<file path="config.mk">
export PLATFORM = sky130hd
export DESIGN_NAME = uart_baud_tick_gen
export DESIGN_NICKNAME = d
export VERILOG_FILES = /design/src/rtl/uart_baud_pkg.sv /design/src/rtl/baud_cfg_regs.sv /design/src/rtl/baud_frac_prescaler.sv /design/src/rtl/baud_div_counter.sv /design/src/rtl/uart_baud_tick_gen.sv
export SDC_FILE = /design/constraint.sdc
export NUM_CORES = 1
export LEC_CHECK = 0
export BUFFER_PORTS_ARGS = -buffer_cell sky130_fd_sc_hd__clkbuf_2
export CAP_MARGIN = 30
export CELL_PAD_IN_SITES_DETAIL_PLACEMENT = 0
export CELL_PAD_IN_SITES_GLOBAL_PLACEMENT = 1
export CORE_AREA = 2 2 138 73
export CTS_BUF_LIST = sky130_fd_sc_hd__clkbuf_8
export DETAILED_ROUTE_END_ITERATION = 12
export DIE_AREA = 0 0 140 75
export GPL_TIMING_DRIVEN = 0
export PLACE_DENSITY_LB_ADDON = 0.1
export SYNTH_ARGS = -nofsm -noshare
export SYNTH_HDL_FRONTEND = slang
export SYNTH_SLANG_ARGS = --single-unit
</file>
<file path="constraint.sdc">
create_clock -name clk_i -period 3.9 [get_ports clk_i]
set_input_delay 0.585 -clock clk_i [delete_from_list [all_inputs] [get_ports clk_i]]
set_output_delay 0.585 -clock clk_i [all_outputs]
set_load 0.02 [all_outputs]
</file>
<file path="src/rtl/uart_baud_pkg.sv">
package uart_baud_pkg;
   localparam int unsigned BYTE_W_DEF  = 8;
   localparam int unsigned FRAC_W_DEF  = 3;
   localparam logic [7:0]  PRE_RST_DEF = 8'h20;
endpackage

</file>
<file path="src/rtl/baud_cfg_regs.sv">
module baud_cfg_regs #(
   parameter int unsigned BYTE_W  = 8,
   parameter int unsigned FRAC_W  = 3,
   parameter logic [BYTE_W-1:0] PRE_RST = 8'h20,
   localparam int unsigned DIV_W  = 2 * BYTE_W,
   localparam int unsigned M_W    = BYTE_W - FRAC_W
) (
   input  logic              clk_i,
   input  logic              rst_ni,
   input  logic              lo_we_i,
   input  logic [BYTE_W-1:0] lo_i,
   input  logic              hi_we_i,
   input  logic [BYTE_W-1:0] hi_i,
   input  logic              pre_we_i,
   input  logic [BYTE_W-1:0] pre_i,
   input  logic              sel_we_i,
   input  logic              sel_i,
   input  logic              enh_i,
   output logic [DIV_W-1:0]  div_eff_o,
   output logic [M_W-1:0]    m_eff_o,
   output logic [FRAC_W-1:0] n_o,
   output logic              sel_o
);
   logic [BYTE_W-1:0] lo_q, hi_q, pre_q;
   logic              sel_q;
   logic [DIV_W-1:0]  div_raw;
   logic [M_W-1:0]    m_raw;

   always_ff @(posedge clk_i) begin
      if (!rst_ni) begin
         lo_q  <= '0;
         hi_q  <= '0;
         pre_q <= PRE_RST;
         sel_q <= 1'b0;
      end else begin
         if (lo_we_i)  lo_q  <= lo_i;
         if (hi_we_i)  hi_q  <= hi_i;
         if (pre_we_i) pre_q <= pre_i;
         if (sel_we_i && enh_i) sel_q <= sel_i;
      end
   end

   always_comb begin
      div_raw   = {hi_q, lo_q};
      div_eff_o = (div_raw == '0) ? DIV_W'(1) : div_raw;
      m_raw     = pre_q[BYTE_W-1:FRAC_W];
      m_eff_o   = (m_raw == '0) ? M_W'(1) : m_raw;
      n_o       = pre_q[FRAC_W-1:0];
      sel_o     = sel_q;
   end


   sel_gate_chk: assert property (@(posedge clk_i) disable iff (!rst_ni)
      (sel_q != $past(sel_q)) |-> $past(sel_we_i && enh_i));
endmodule

</file>
<file path="src/rtl/baud_frac_prescaler.sv">
module baud_frac_prescaler #(
   parameter int unsigned M_W     = 5,
   parameter int unsigned FRAC_W  = 3,
   parameter bit          FRAC_EN = 1'b1
) (
   input  logic              clk_i,
   input  logic              rst_ni,
   input  logic              sel_i,
   input  logic [M_W-1:0]    m_i,
   input  logic [FRAC_W-1:0] n_i,
   output logic              pulse_o
);
   if (FRAC_EN) begin : g_frac
      logic [M_W-1:0]    pcnt_q;
      logic [FRAC_W-1:0] acc_q;
      logic [FRAC_W:0]   acc_sum;
      logic              period_end;
      logic [M_W+1:0]    gap_q;

      always_comb begin
         acc_sum    = {1'b0, acc_q} + {1'b0, n_i};
         period_end = (pcnt_q == '0);
         pulse_o    = !sel_i || period_end;
      end

      always_ff @(posedge clk_i) begin
         if (!rst_ni || !sel_i) begin
            pcnt_q <= '0;
            acc_q  <= '0;
         end else if (period_end) begin
            acc_q  <= acc_sum[FRAC_W-1:0];
            pcnt_q <= (m_i - M_W'(1)) + M_W'(acc_sum[FRAC_W]);
         end else begin
            pcnt_q <= pcnt_q - M_W'(1);
         end
      end

      always_ff @(posedge clk_i) begin
         if (!rst_ni || pulse_o) gap_q <= '0;
         else                    gap_q <= gap_q + 1'b1;
      end


      prescaler_gap_chk: assert property (@(posedge clk_i) disable iff (!rst_ni)
         gap_q < (M_W+2)'(2 ** M_W));


      bypass_acc_chk: assert property (@(posedge clk_i) disable iff (!rst_ni)
         !sel_i |=> (acc_q == '0) || sel_i);
   end else begin : g_bypass
      assign pulse_o = 1'b1;
   end
endmodule

</file>
<file path="src/rtl/baud_div_counter.sv">
module baud_div_counter #(
   parameter int unsigned DIV_W = 16
) (
   input  logic             clk_i,
   input  logic             rst_ni,
   input  logic             pulse_i,
   input  logic [DIV_W-1:0] div_i,
   output logic             tick_o
);
   logic [DIV_W-1:0] cnt_q;
   logic             term;

   assign term = (cnt_q == '0);

   always_ff @(posedge clk_i) begin
      if (!rst_ni) begin
         cnt_q  <= '0;
         tick_o <= 1'b0;
      end else begin
         tick_o <= pulse_i && term;
         if (pulse_i) begin
            if (term) cnt_q <= div_i - DIV_W'(1);
            else      cnt_q <= cnt_q - DIV_W'(1);
         end
      end
   end


   hold_count_chk: assert property (@(posedge clk_i) disable iff (!rst_ni)
      !pulse_i |=> $stable(cnt_q));


   tick_source_chk: assert property (@(posedge clk_i) disable iff (!rst_ni)
      tick_o |-> $past(pulse_i));
endmodule

</file>
<file path="src/rtl/uart_baud_tick_gen.sv">
module uart_baud_tick_gen
   import uart_baud_pkg::*;
#(
   parameter int unsigned BYTE_W  = BYTE_W_DEF,
   parameter int unsigned FRAC_W  = FRAC_W_DEF,
   parameter bit          FRAC_EN = 1'b1,
   parameter logic [7:0]  PRE_RST = PRE_RST_DEF
) (
   input  logic        clk_i,
   input  logic        rst_ni,
   input  logic        div_lo_we_i,
   input  logic [7:0]  div_lo_i,
   input  logic        div_hi_we_i,
   input  logic [7:0]  div_hi_i,
   input  logic        pre_we_i,
   input  logic [7:0]  pre_i,
   input  logic        pre_sel_we_i,
   input  logic        pre_sel_i,
   input  logic        enh_mode_i,
   output logic        tick16_o
);
   localparam int unsigned DIV_W = 2 * BYTE_W;
   localparam int unsigned M_W   = BYTE_W - FRAC_W;

   if (BYTE_W != 8) begin : g_bad_byte
      $error("BYTE_W must be 8 to match the port widths");
   end
   if (FRAC_W < 1 || FRAC_W >= BYTE_W) begin : g_bad_frac
      $error("FRAC_W must lie between 1 and BYTE_W-1");
   end

   logic [DIV_W-1:0]  div_eff;
   logic [M_W-1:0]    m_eff;
   logic [FRAC_W-1:0] n_val;
   logic              sel;
   logic              pre_pulse;

   baud_cfg_regs #(
      .BYTE_W (BYTE_W),
      .FRAC_W (FRAC_W),
      .PRE_RST(PRE_RST)
   ) i_cfg (
      .clk_i    (clk_i),
      .rst_ni   (rst_ni),
      .lo_we_i  (div_lo_we_i),
      .lo_i     (div_lo_i),
      .hi_we_i  (div_hi_we_i),
      .hi_i     (div_hi_i),
      .pre_we_i (pre_we_i),
      .pre_i    (pre_i),
      .sel_we_i (pre_sel_we_i),
      .sel_i    (pre_sel_i),
      .enh_i    (enh_mode_i),
      .div_eff_o(div_eff),
      .m_eff_o  (m_eff),
      .n_o      (n_val),
      .sel_o    (sel)
   );

   baud_frac_prescaler #(
      .M_W    (M_W),
      .FRAC_W (FRAC_W),
      .FRAC_EN(FRAC_EN)
   ) i_pre (
      .clk_i  (clk_i),
      .rst_ni (rst_ni),
      .sel_i  (sel),
      .m_i    (m_eff),
      .n_i    (n_val),
      .pulse_o(pre_pulse)
   );

   baud_div_counter #(
      .DIV_W(DIV_W)
   ) i_div (
      .clk_i  (clk_i),
      .rst_ni (rst_ni),
      .pulse_i(pre_pulse),
      .div_i  (div_eff),
      .tick_o (tick16_o)
   );
endmodule

</file>
* Yosys cells after proc, flatten, opt, wreduce, memory -nomap -nowiden *
Cells that the tools add are included.
W data, S select, Z words.

word-level totals
  register bits = 50
  logic and storage cells = 28

cells by class
  add/sub/neg operators = 6
  muxes and demuxes = 4
  reduce and logical (&&, ||, !) cells = 10

operator list
  cell                     count
  $logic_not A16 Y1        2
  $mux W16                 2
  $sub A16 B1 Y16 const B  2
  $logic_not A5 Y1         2
  $mux W5                  2
  $sub A5 B1 Y5 const B    2
  $add A5 B1 Y5            1
  $add A3 B3 Y4            1
  $logic_and A1 B1 Y1      2
  $logic_not A1 Y1         2
  $logic_or A1 B1 Y1       2

* Longest topological paths before layout *
Gate-level depths: netlist of the first run.

  depth after elaboration = 5
  mapped depth = 12

* Cells and area by module *
From an unflattened synthesis of the first run, not the netlist that was laid out.

second synthesis, totals
  cells, all modules = 331
  area, all modules = 2892.8 um2

modules (own cells, without submodules)
  module               instances  cells each  area an instance (um2)  sequential area each (um2)
  baud_div_counter     1          166         1280.0                  340.3
  baud_cfg_regs        1          110         1082.3                  500.5
  baud_frac_prescaler  1          55          530.5                   160.2

* Worst setup path before layout of the first run *
No wires, ideal clock.

  path kind = register -> register
  start = register i_div.cnt_q[7]
  end = register i_div.cnt_q[10]
  data arrival time = 2.801 ns
  data required time = 3.776 ns
  slack = 0.974 ns
  cell stages (with the launch flop) = 13
  buffers on the path = 1
  period minus slack after synthesis = 2.926 ns
  path through = dfxtp_1 -> or4_4 -> or4_4 -> nor2_1 -> buf_4 -> a21oi_1 -> ha_1 -> nand2b_1 -> or3_1 -> a21o_1 -> or4_1 -> mux2i_1 -> a31oi_1

between the ends
  cells in the longest elaborated chain, start to end = 2
  elaborated cells on any way between the ends = 3
  those cells by class = 1 x add/sub; 1 x mux; 1 x reduce/logical

RTL lines
  what                                                  line                                            text
  from (decl)                                           baud_div_counter.sv:10                          logic [DIV_W-1:0] cnt_q;
  from (signal assigned)                                baud_div_counter.sv:22                          if (term) cnt_q <= div_i - DIV_W'(1);
  from (signal assigned)                                baud_div_counter.sv:23                          else cnt_q <= cnt_q - DIV_W'(1);
  $sub A16 B1 Y16 or $logic_not A16 Y1 (tied branches)  baud_div_counter.sv:23, baud_div_counter.sv:13
  $mux W16 (*)                                          baud_div_counter.sv:22

Mark *: on every way between the ends. The rest lies on a longest branch, timed or not.
A chain may end at the register's enable or synchronous reset.

* Worst setup path after layout of the first run *
Ends and elaborated chain as after synthesis.

==> results of run 1 <==
-- stage by stage --
step | worst slack, ns | utilization (%) | area, sq um | instances
floorplan | 0.974 | - | 2700 | 309
global placement | 0.522 | 32.4 | 2990 | 458
detailed placement | 0.513 | 32.4 | 2990 | 458
CTS | 0.481 | 33.4 | 3080 | 466
global route | 0.282 | 33.4 | 3080 | 466
finish | 0.448 | 33.4 | 3080 | 466
-- cell families after synthesis --
family,count (synthesis),synth area share (%)
adder cells (fa/ha/maj),8,3.99
flip-flops,50,37.1
AND/OR/NAND/NOR,124,23.9
AO/OA/AOI/OAI,67,17.4
buffers and inverters,21,3.48
multiplexers,32,11.9
XOR/XNOR,7,2.27
-- metal layers --
layer	part of all wire, %	global-route usage (%)
met5	0	0
met4	0.27	3.37
met3	5.1	3.75
met2	34	19.4
met1	61	27.3
-- flip-flops by register name, indices dropped and copies added, names as in the netlist --
signal / cells
i_div.cnt_q: 16
i_cfg.hi_q: 8
i_cfg.lo_q: 8
i_cfg.pre_q: 8
i_pre.g_frac.pcnt_q: 5
i_pre.g_frac.acc_q: 3
i_cfg.sel_o: 1
i_div.tick_o: 1
-- cells in the final DEF (no fill, tap or decap), types with 4 or more instances in the layout --
cell      synthesis  final
nor2_1           50     50
dfxtp_1          50     50
mux2i_1          32     32
clkbuf_2          0     28
nand2_1          17     17
a211oi_1         14     14
a21oi_1          12     12
nor3_1           10     10
clkbuf_1          8      8
a31oi_1           7      7
ha_1              7      7
or3_1             6      6
inv_1             6      6
nand3_1           6      6
o21ai_0           5      5
o21ai_1           5      5
clkbuf_8          0      5
or4_4             4      4
nor4_1            4      4
o211ai_1          4      4
nor3b_1           4      4
xnor2_1           4      4
nand4_1           4      4
-- how the worst min path moves through the flow --
| stage | startpoint | to | slack (ns) |
|---|---|---|---|
| floorplan | i_pre.g_frac.pcnt_q[4] | i_pre.g_frac.pcnt_q[4] | 0.45 |
| global placement | i_div.cnt_q[0] | i_div.cnt_q[0] | 0.47 |
| detailed placement | i_pre.g_frac.pcnt_q[4] | i_pre.g_frac.pcnt_q[4] | 0.47 |
| CTS | pre_i[2] | i_cfg.pre_q[2] | 0.48 |
| global route | pre_i[5] | i_cfg.pre_q[5] | 0.48 |
| finish | pre_i[5] | i_cfg.pre_q[5] | 0.49 |
-- area by class of cell --
type / instances / area (sq um) / share of cell area [%]
multi-input cells: 238 / 1600 / 52.0
flip-flops and latches: 50 / 1000 / 32.5
well taps: 121 / 151 / 4.92
repair buffers: 28 / 140 / 4.55
clock buffers: 5 / 68.8 / 2.23
plain buffers: 14 / 67.6 / 2.19
inverters: 7 / 26.3 / 0.853
clock inverters: 3 / 23.8 / 0.772
-- where the power goes --
part           switching [mW]  internal, mW
registers               0.119         0.601
clock network           0.195         0.129
logic                   0.605         0.440
total                   0.919          1.17
-- critical path: cells and delay by family, from the launching register on --
family	cells	cell delay [ns]
DFF	1	0.37
and+or+nand+nor	6	1.96
buffers and inverters	1	0.22
adders and majority gates	1	0.22
muxes	1	0.19
AOI/OAI and AO/OA	3	0.36
==> flow_summary.yaml, run 1 <==
setup_path:
  cp_slowest_stage_delay_ns: 0.62
  cp-start-kind: "register"
  r2r_end: "i_div.cnt_q[10]"
  worstPathMaxFanout: 10
  r2r-start: "i_div.cnt_q[7]"
  arrival_ns: 3.66
  end_kind: "register"
  reg2reg_depth: 12
  reg2reg_slack_ns: 0.45
  crit_top_cell: "or4_4"
  cp_cell_sequence: "or4_4 > or4_4 > nor2_1 > buf_4 > a21oi_1 > ha_1 > nand2b_1 > or3_1 > a21o_1 > or4_1 > mux2i_1 > a31oi_1"
  startpoint: "i_div.cnt_q[7]"
  setup.worst_path.end: "i_div.cnt_q[10]"
  crit_type: "reg2reg"
  required_ns: 4.11
  slowest_stage: "or4_4"
sta:
  rsz0062_at_grt: "false"
  hold_viol: 0
  slew_headroom_pct: 29.7
  fin_crit_ns: 3.45
  skew_ns: 0.00788
  tns_ns: 0
  drv_slew: 0
  hold_ws_ns: 0.492
  max_freq_ghz: 0.290
  worstMarginPinSlew_ns: 1.05
  period_share_pct: 88.5
  setup_violations: 0
logic_synthesis:
  async_flop_share_pct: 0
  synth-seq-cells: 50
  synthCells: 309
  synth_area_leader_cell: "dfxtp_1"
  ys_types: 55
  synth_area_sq_um: 2700
  ys_warn_count: 0
  synth.area.top_cells: "dfxtp_1, mux2i_1, nor2_1, a211oi_1, ha_1"
  ys_seq_area_share_pct: 37.1
  synthTopCellsByCount: "dfxtp_1, nor2_1, mux2i_1"
  ys.flop_type: "dfxtp_1"
  synth_area_per_cell_sq_um: 8.72
  synth-edff-count: 0
  synth_top_area_share_pct: 37.1
  syn_nets: 349
hold_path:
  min_path_cells: 3
  hold_path_class: "in2reg"
clock_network:
  tritoncts: "yes"
  ctsRootBufferMaster: "clkbuf_8"
  cts-hold-fix-buffers: 0
  htreeDepth: 2
  clk_pin_slew_worst_paths_ns: 0.10
  cts_buffers: 5
  post_cts_resized: 0
  clockBufferDepth: 2
  cts.sinks: 50
  cts_setup_buffers: 0
  clk_latency_ns: 0.32
routing:
  dr.pass1.iters: 9
  postRouteWirelength_microns: 8080
  detail-route-antenna-nets: 0
  via_count: 2389
  via_per_inst: 5.13
  drt_iter0_drc: 185
  post_drt_wl_per_cell_microns: 17.3
  drc: 2
run:
  drv_cap: 0
final_layout:
  final.fill_count: 1000
  syn_to_final_growth_pct: 14.3
  drive_gt1_share_pct: 15.1
  nets: 384
  antenna_cells: 0
global_route:
  grt_pass1_vias: 2172
  grt_overflow: 0
  grt_max_degree: 18
  antenna_found_initial: 0
  grt_pass1_wl_microns: 12600
  grt_util_all_layers_pct: 16.2
die:
  die_h_microns: 75
  dieArea_sq_um: 10500
  initial_core_util_pct: 29.2
  die_w_microns: 140
  io_pins: 33
  rows: 25
  core_area_sq_um: 9230
run_status:
  violations: "design-rule violations"
  status: "complete, but fails checks"
placement:
  routabilityCongestion: 0.839
  port_buffers: 28
  hpwlAfterDp_microns: 6290
pwr:
  peakVddDrop_uv: 220
  p_leak_nw: 1.24
  cellPowerDensity_nw_per_um2: 678
  power_mw: 2.09
(Power assumes the default switching activity.)
==> run 2: changes to the inputs <==
--- a/config.mk
+++ b/config.mk
@@ -14,7 +14,7 @@
 export DETAILED_ROUTE_END_ITERATION = 12
 export DIE_AREA = 0 0 140 75
 export GPL_TIMING_DRIVEN = 0
-export PLACE_DENSITY_LB_ADDON = 0.1
+export PLACE_DENSITY_LB_ADDON = 0.3
 export SYNTH_ARGS = -nofsm -noshare
 export SYNTH_HDL_FRONTEND = slang
 export SYNTH_SLANG_ARGS = --single-unit
==> run 2 against run 1 <==
  * The run still ends with design-rule violations left
  * Critical path type unchanged
  * Sequential share of layout area barely moved
  * Global-route usage down 0.18 points
  * Worst setup slack worse by 0.0038 ns
  * Sequential cell count unchanged
  * Sequential power about the same
  * Cell count up 0.21%
==> flow_summary.yaml, run 2 (same netlist as run 1, synthesis figures left out) <==
global_route:
  antenna_found_initial: 0
  grt_pass1_wl_microns: 12700
  grt_max_degree: 17
  grt_overflow: 0
  grt_pass1_vias: 2274
  grt_util_all_layers_pct: 16.0
final_layout:
  final.fill_count: 960
  postLayoutCellArea_sq_um: 3080
  syn_to_final_growth_pct: 14.3
  nets: 385
  regMostFlops: "i_div.cnt_q"
  antenna_cells: 0
  largest_register_ffs: 16
  mostFrequentLayoutCells: "nor2_1, dfxtp_1, mux2i_1, clkbuf_2, nand2_1"
  drive_gt1_share_pct: 15.3
clock_network:
  tritoncts: "yes"
  post_cts_resized: 0
  cts.sinks: 50
  cts_setup_buffers: 0
  htreeDepth: 2
  clockBufferDepth: 2
  cts-hold-fix-buffers: 0
  ctsRootBufferMaster: "clkbuf_8"
  clk_pin_slew_worst_paths_ns: 0.10
  cts_buffers: 5
  clk_latency_ns: 0.32
hold_path:
  hold_path_class: "reg2reg"
sta:
  setup_violations: 0
  tns_ns: 0
  skew_ns: 0.00718
  max_freq_ghz: 0.289
  rsz0062_at_grt: "false"
  drv_slew: 0
  hold_viol: 0
  period_share_pct: 88.6
  worstMarginPinSlew_ns: 0.892
  slew_headroom_pct: 40.4
  fin_crit_ns: 3.46
setup_path:
  required_ns: 4.10
  arrival_ns: 3.66
  slowest_stage: "or4_4"
  crit_type: "reg2reg"
  cp_slowest_stage_delay_ns: 0.62
  end_kind: "register"
  worstPathMaxFanout: 10
  crit_top_cell: "or4_4"
  cp_cell_sequence: "or4_4 > or4_4 > nor2_1 > buf_4 > a21oi_1 > ha_1 > nand2b_1 > or3_1 > a21o_1 > or4_1 > mux2i_1 > a31oi_1"
  cp-start-kind: "register"
routing:
  postRouteWirelength_microns: 7940
  drc: 1
  post_drt_wl_per_cell_microns: 17.0
  via_count: 2451
  via_per_inst: 5.25
  drt_iter0_drc: 191
  dr.pass1.iters: 8
  detail-route-antenna-nets: 0
placement:
  port_buffers: 28
  hpwlAfterDp_microns: 6050
  routabilityCongestion: 0.891
  postPlaceCellArea_sq_um: 2990
pwr:
  cellPowerDensity_nw_per_um2: 679
  peakVddDrop_uv: 233
  p_leak_nw: 1.24
die:
  rows: 25
  die_w_microns: 140
  dieArea_sq_um: 10500
  die_h_microns: 75
  core_area_sq_um: 9230
  initial_core_util_pct: 29.2
  io_pins: 33
run_status:
  violations: "design-rule violations"
  status: "complete, but fails checks"
run:
  drv_cap: 0
[run 2: cell count changes in the layout (fill, tap and decap cells not counted), sizes merged]
| cell | before | now |
|---|---|---|
| clkinv | 0 | 2 |
| clkbuf | 41 | 42 |
| clkinvlp | 2 | 1 |
| inv | 8 | 7 |
[run 2: per-layer routing]
metal | vias up | wire (microns) | track usage [%]
li1 | 1217 | - | -
met1 | 1153 | 4510 | 26.0
met2 | 76 | 2800 | 19.6
met3 | 5 | 577 | 4.96
met4 | 0 | 51 | 3.14
met5 | - | 0 | 0
[run 2: final timing paths]
| check | to | from | slack [ns] | cells after the start |
|---|---|---|---|---|
| worst max register to register | i_div.cnt_q[10] | i_div.cnt_q[7] | 0.44 | 12 |
| worst min register to register | i_pre.g_frac.pcnt_q[4] | i_pre.g_frac.pcnt_q[4] | 0.48 | 2 |
| worst min-delay path | i_pre.g_frac.pcnt_q[4] | i_pre.g_frac.pcnt_q[4] | 0.48 | 2 |
| worst max-delay path | i_div.cnt_q[10] | i_div.cnt_q[7] | 0.44 | 12 |
[run 2: worst max-delay path: cells and delay by family, from the launching register on]
family	cells	cell delay, ns
AND/OR/NAND/NOR	6	1.98
flip-flops	1	0.37
AO/OA/AOI/OAI	3	0.35
buffers and inverters	1	0.23
adder cells (fa/ha/maj)	1	0.22
multiplexers	1	0.19
[run 2: power by group]
| part | internal (mW) | switching (mW) | leakage [nW] |
|---|---|---|---|
| registers | 0.601 | 0.118 | 0.411 |
| clock network | 0.127 | 0.193 | 0.0441 |
| logic | 0.447 | 0.608 | 0.788 |
| total | 1.17 | 0.919 | 1.24 |
[run 2: cell type report]
class	count	area [sq um]	area share [%]
Sequential cell	50	1000	32.5
Multi-Input combinational cell	238	1600	51.9
Timing Repair Buffer	29	145	4.71
Clock inverter	3	21.3	0.690
Buffer	14	67.6	2.19
Clock buffer	5	68.8	2.23
Inverter	7	26.3	0.853
Tap cell	121	151	4.91
[run 2: metrics by stage]
step	util (%)	total power, mW	setup slack [ns]	hold slack (ns)	instances
6_report	33.4	2.09	0.444	0.485	467
5_1_grt	33.4	2.25	0.297	0.499	467
4_1_cts	33.3	2.06	0.514	0.481	466
3_5_place_dp	32.4	1.74	0.526	0.466	458
3_3_place_gp	32.4	1.73	0.519	0.463	458
2_1_floorplan	-	1.47	0.974	0.450	309
==> run 3: changes to the inputs <==
--- a/config.mk
+++ b/config.mk
@@ -5,7 +5,6 @@
 export SDC_FILE = /design/constraint.sdc
 export NUM_CORES = 1
 export LEC_CHECK = 0
-export BUFFER_PORTS_ARGS = -buffer_cell sky130_fd_sc_hd__clkbuf_2
 export CAP_MARGIN = 30
 export CELL_PAD_IN_SITES_DETAIL_PLACEMENT = 0
 export CELL_PAD_IN_SITES_GLOBAL_PLACEMENT = 1
@@ -13,6 +12,7 @@
 export CTS_BUF_LIST = sky130_fd_sc_hd__clkbuf_8
 export DETAILED_ROUTE_END_ITERATION = 12
 export DIE_AREA = 0 0 140 75
+export DONT_BUFFER_PORTS = 1
 export GPL_TIMING_DRIVEN = 0
 export PLACE_DENSITY_LB_ADDON = 0.3
 export SYNTH_ARGS = -nofsm -noshare
==> run 3 against run 2 <==
  * The flow now finishes without violations
  * Design area is 4.2% lower
  * Die area stayed put
  * Sequential power hardly changed
  * Routed wire length is 3.1% lower
  * Count of clock-buffer cells in the layout stayed put
  * Maximum frequency is 0.82% higher
  * Register-to-register slack better by 0.03 ns
  * Core utilization is 1.4 points lower
==> flow_summary.yaml, run 3 (same netlist as run 1, synthesis figures left out) <==
pwr:
  p_leak_nw: 1.14
  peakVddDrop_uv: 225
  cellPowerDensity_nw_per_um2: 715
  power_mw: 2.11
hold_path:
  min_path_cells: 2
  whs_endpoint: "i_cfg.pre_q[5]"
  hold_start: "pre_i[5]"
  hold_path_class: "in2reg"
die:
  die_w_microns: 140
  core_area_sq_um: 9230
  rows: 25
  dieArea_sq_um: 10500
  initial_core_util_pct: 29.2
  die_h_microns: 75
  io_pins: 33
placement:
  port_buffers: 0
  post-place-ws_ns: 0.552
  routabilityCongestion: 0.876
  hpwlAfterDp_microns: 5920
sta:
  setup_violations: 0
  period_share_pct: 87.9
  fin_crit_ns: 3.43
  rsz0062_at_grt: "false"
  setup_ws_ns: 0.472
  worstMarginPinSlew_ns: 0.999
  drv_slew: 0
  slew_headroom_pct: 33.2
  hold_ws_ns: 0.403
  max_freq_ghz: 0.292
  hold_viol: 0
  tns_ns: 0
  skew_ns: 0.00801
setup_path:
  cp_slowest_stage_delay_ns: 0.63
  required_ns: 4.10
  worstPathMaxFanout: 10
  cp-start-kind: "register"
  crit_type: "reg2reg"
  crit_top_cell: "or4_4"
  end_kind: "register"
  r2r_end: "i_div.cnt_q[10]"
  r2r-start: "i_div.cnt_q[7]"
  arrival_ns: 3.63
  cp.depth: 12
  reg2reg_depth: 12
  reg2reg_slack_ns: 0.47
  cp_cell_sequence: "or4_4 > or4_4 > nor2_1 > buf_4 > a21oi_1 > ha_1 > nand2b_1 > or3_1 > a21o_1 > or4_1 > mux2i_1 > a31oi_1"
  slowest_stage: "or4_4"
  crit_buf_inv: 1
  cp_top_family: "simple AND/OR/NAND/NOR gates"
global_route:
  grt_pass1_wl_microns: 12400
  grt_util_all_layers_pct: 15.5
  antenna_found_initial: 0
  grt_max_degree: 15
  grt_overflow: 0
  use_met1_pct: 25.6
  met2_usage_pct: 19.4
  grt_use_met3_pct: 3.56
  grt_pass1_vias: 2138
  top_usage_layer: "met1"
routing:
  drt_iter0_drc: 148
  via_per_inst: 5.36
  post_drt_wl_per_cell_microns: 17.6
  via_count: 2348
  detail-route-antenna-nets: 0
  drc: 0
  dr.pass1.iters: 6
  postRouteWirelength_microns: 7690
final_layout:
  final_core_util_pct: 32.0
  antenna_cells: 0
  mostFrequentLayoutCells: "nor2_1, dfxtp_1, mux2i_1, nand2_1, a211oi_1"
  nets: 356
  syn_to_final_growth_pct: 9.56
  regMostFlops: "i_div.cnt_q"
  drive_gt1_share_pct: 6.94
  largest_register_ffs: 16
clock_network:
  cts-hold-fix-buffers: 0
  cts_setup_buffers: 0
  clk_pin_slew_worst_paths_ns: 0.10
  ctsRootBufferMaster: "clkbuf_8"
  htreeDepth: 2
  tritoncts: "yes"
  cts.sinks: 50
  clk_latency_ns: 0.32
  clockBufferDepth: 2
  post_cts_resized: 0
  cts_buffers: 5
run_status:
  status: "completed"
run:
  drv_cap: 0
## run 3: changes by cell type in the layout (fill, tap and decap cells not counted)
cell        before  now
clkbuf_2        29    0
bufinv_16        0    1
clkinv_2         1    0
clkinv_4         1    0
inv_1            6    8
clkinvlp_4       1    0
## run 3: where the power goes
part / internal [mW] / switching (mW) / leakage [nW]
clock: 0.187 / 0.186 / 0.0607
combinational: 0.429 / 0.592 / 0.668
sequential: 0.601 / 0.117 / 0.411
total: 1.22 / 0.894 / 1.14
## run 3: stage by stage
step / area, sq um / instances
global route: 2950 / 438
global placement: 2850 / 430
CTS: 2950 / 438
detailed placement: 2850 / 430
finish: 2950 / 438
floorplan: 2700 / 309
## run 3: area by class of cell
cell class | count | area, sq um
plain buffers | 14 | 67.6
clock buffers | 5 | 68.8
clock inverters | 3 | 37.5
fillers | 969 | 6270
inverters | 7 | 26.3
multi-input cells | 238 | 1600
flip-flops and latches | 50 | 1000
well taps | 121 | 151
## run 3: how the worst max path moves through the flow
| stage | slack (ns) | end | start |
|---|---|---|---|
| floorplan | 0.97 | i_div.cnt_q[10] | i_div.cnt_q[7] |
| global placement | 0.52 | i_div.cnt_q[10] | i_div.cnt_q[7] |
| detailed placement | 0.55 | i_div.cnt_q[10] | i_div.cnt_q[7] |
| CTS | 0.51 | i_div.cnt_q[10] | i_div.cnt_q[7] |
| global route | 0.29 | i_div.cnt_q[10] | i_div.cnt_q[7] |
| finish | 0.47 | i_div.cnt_q[10] | i_div.cnt_q[7] |
## run 3: per-layer routing
metal  vias up  part of all wire, %
met1      1108                   58
met5         -                    0
met3         5                  6.8
li1       1162                    -
met2        73                   34
met4         0                 0.64
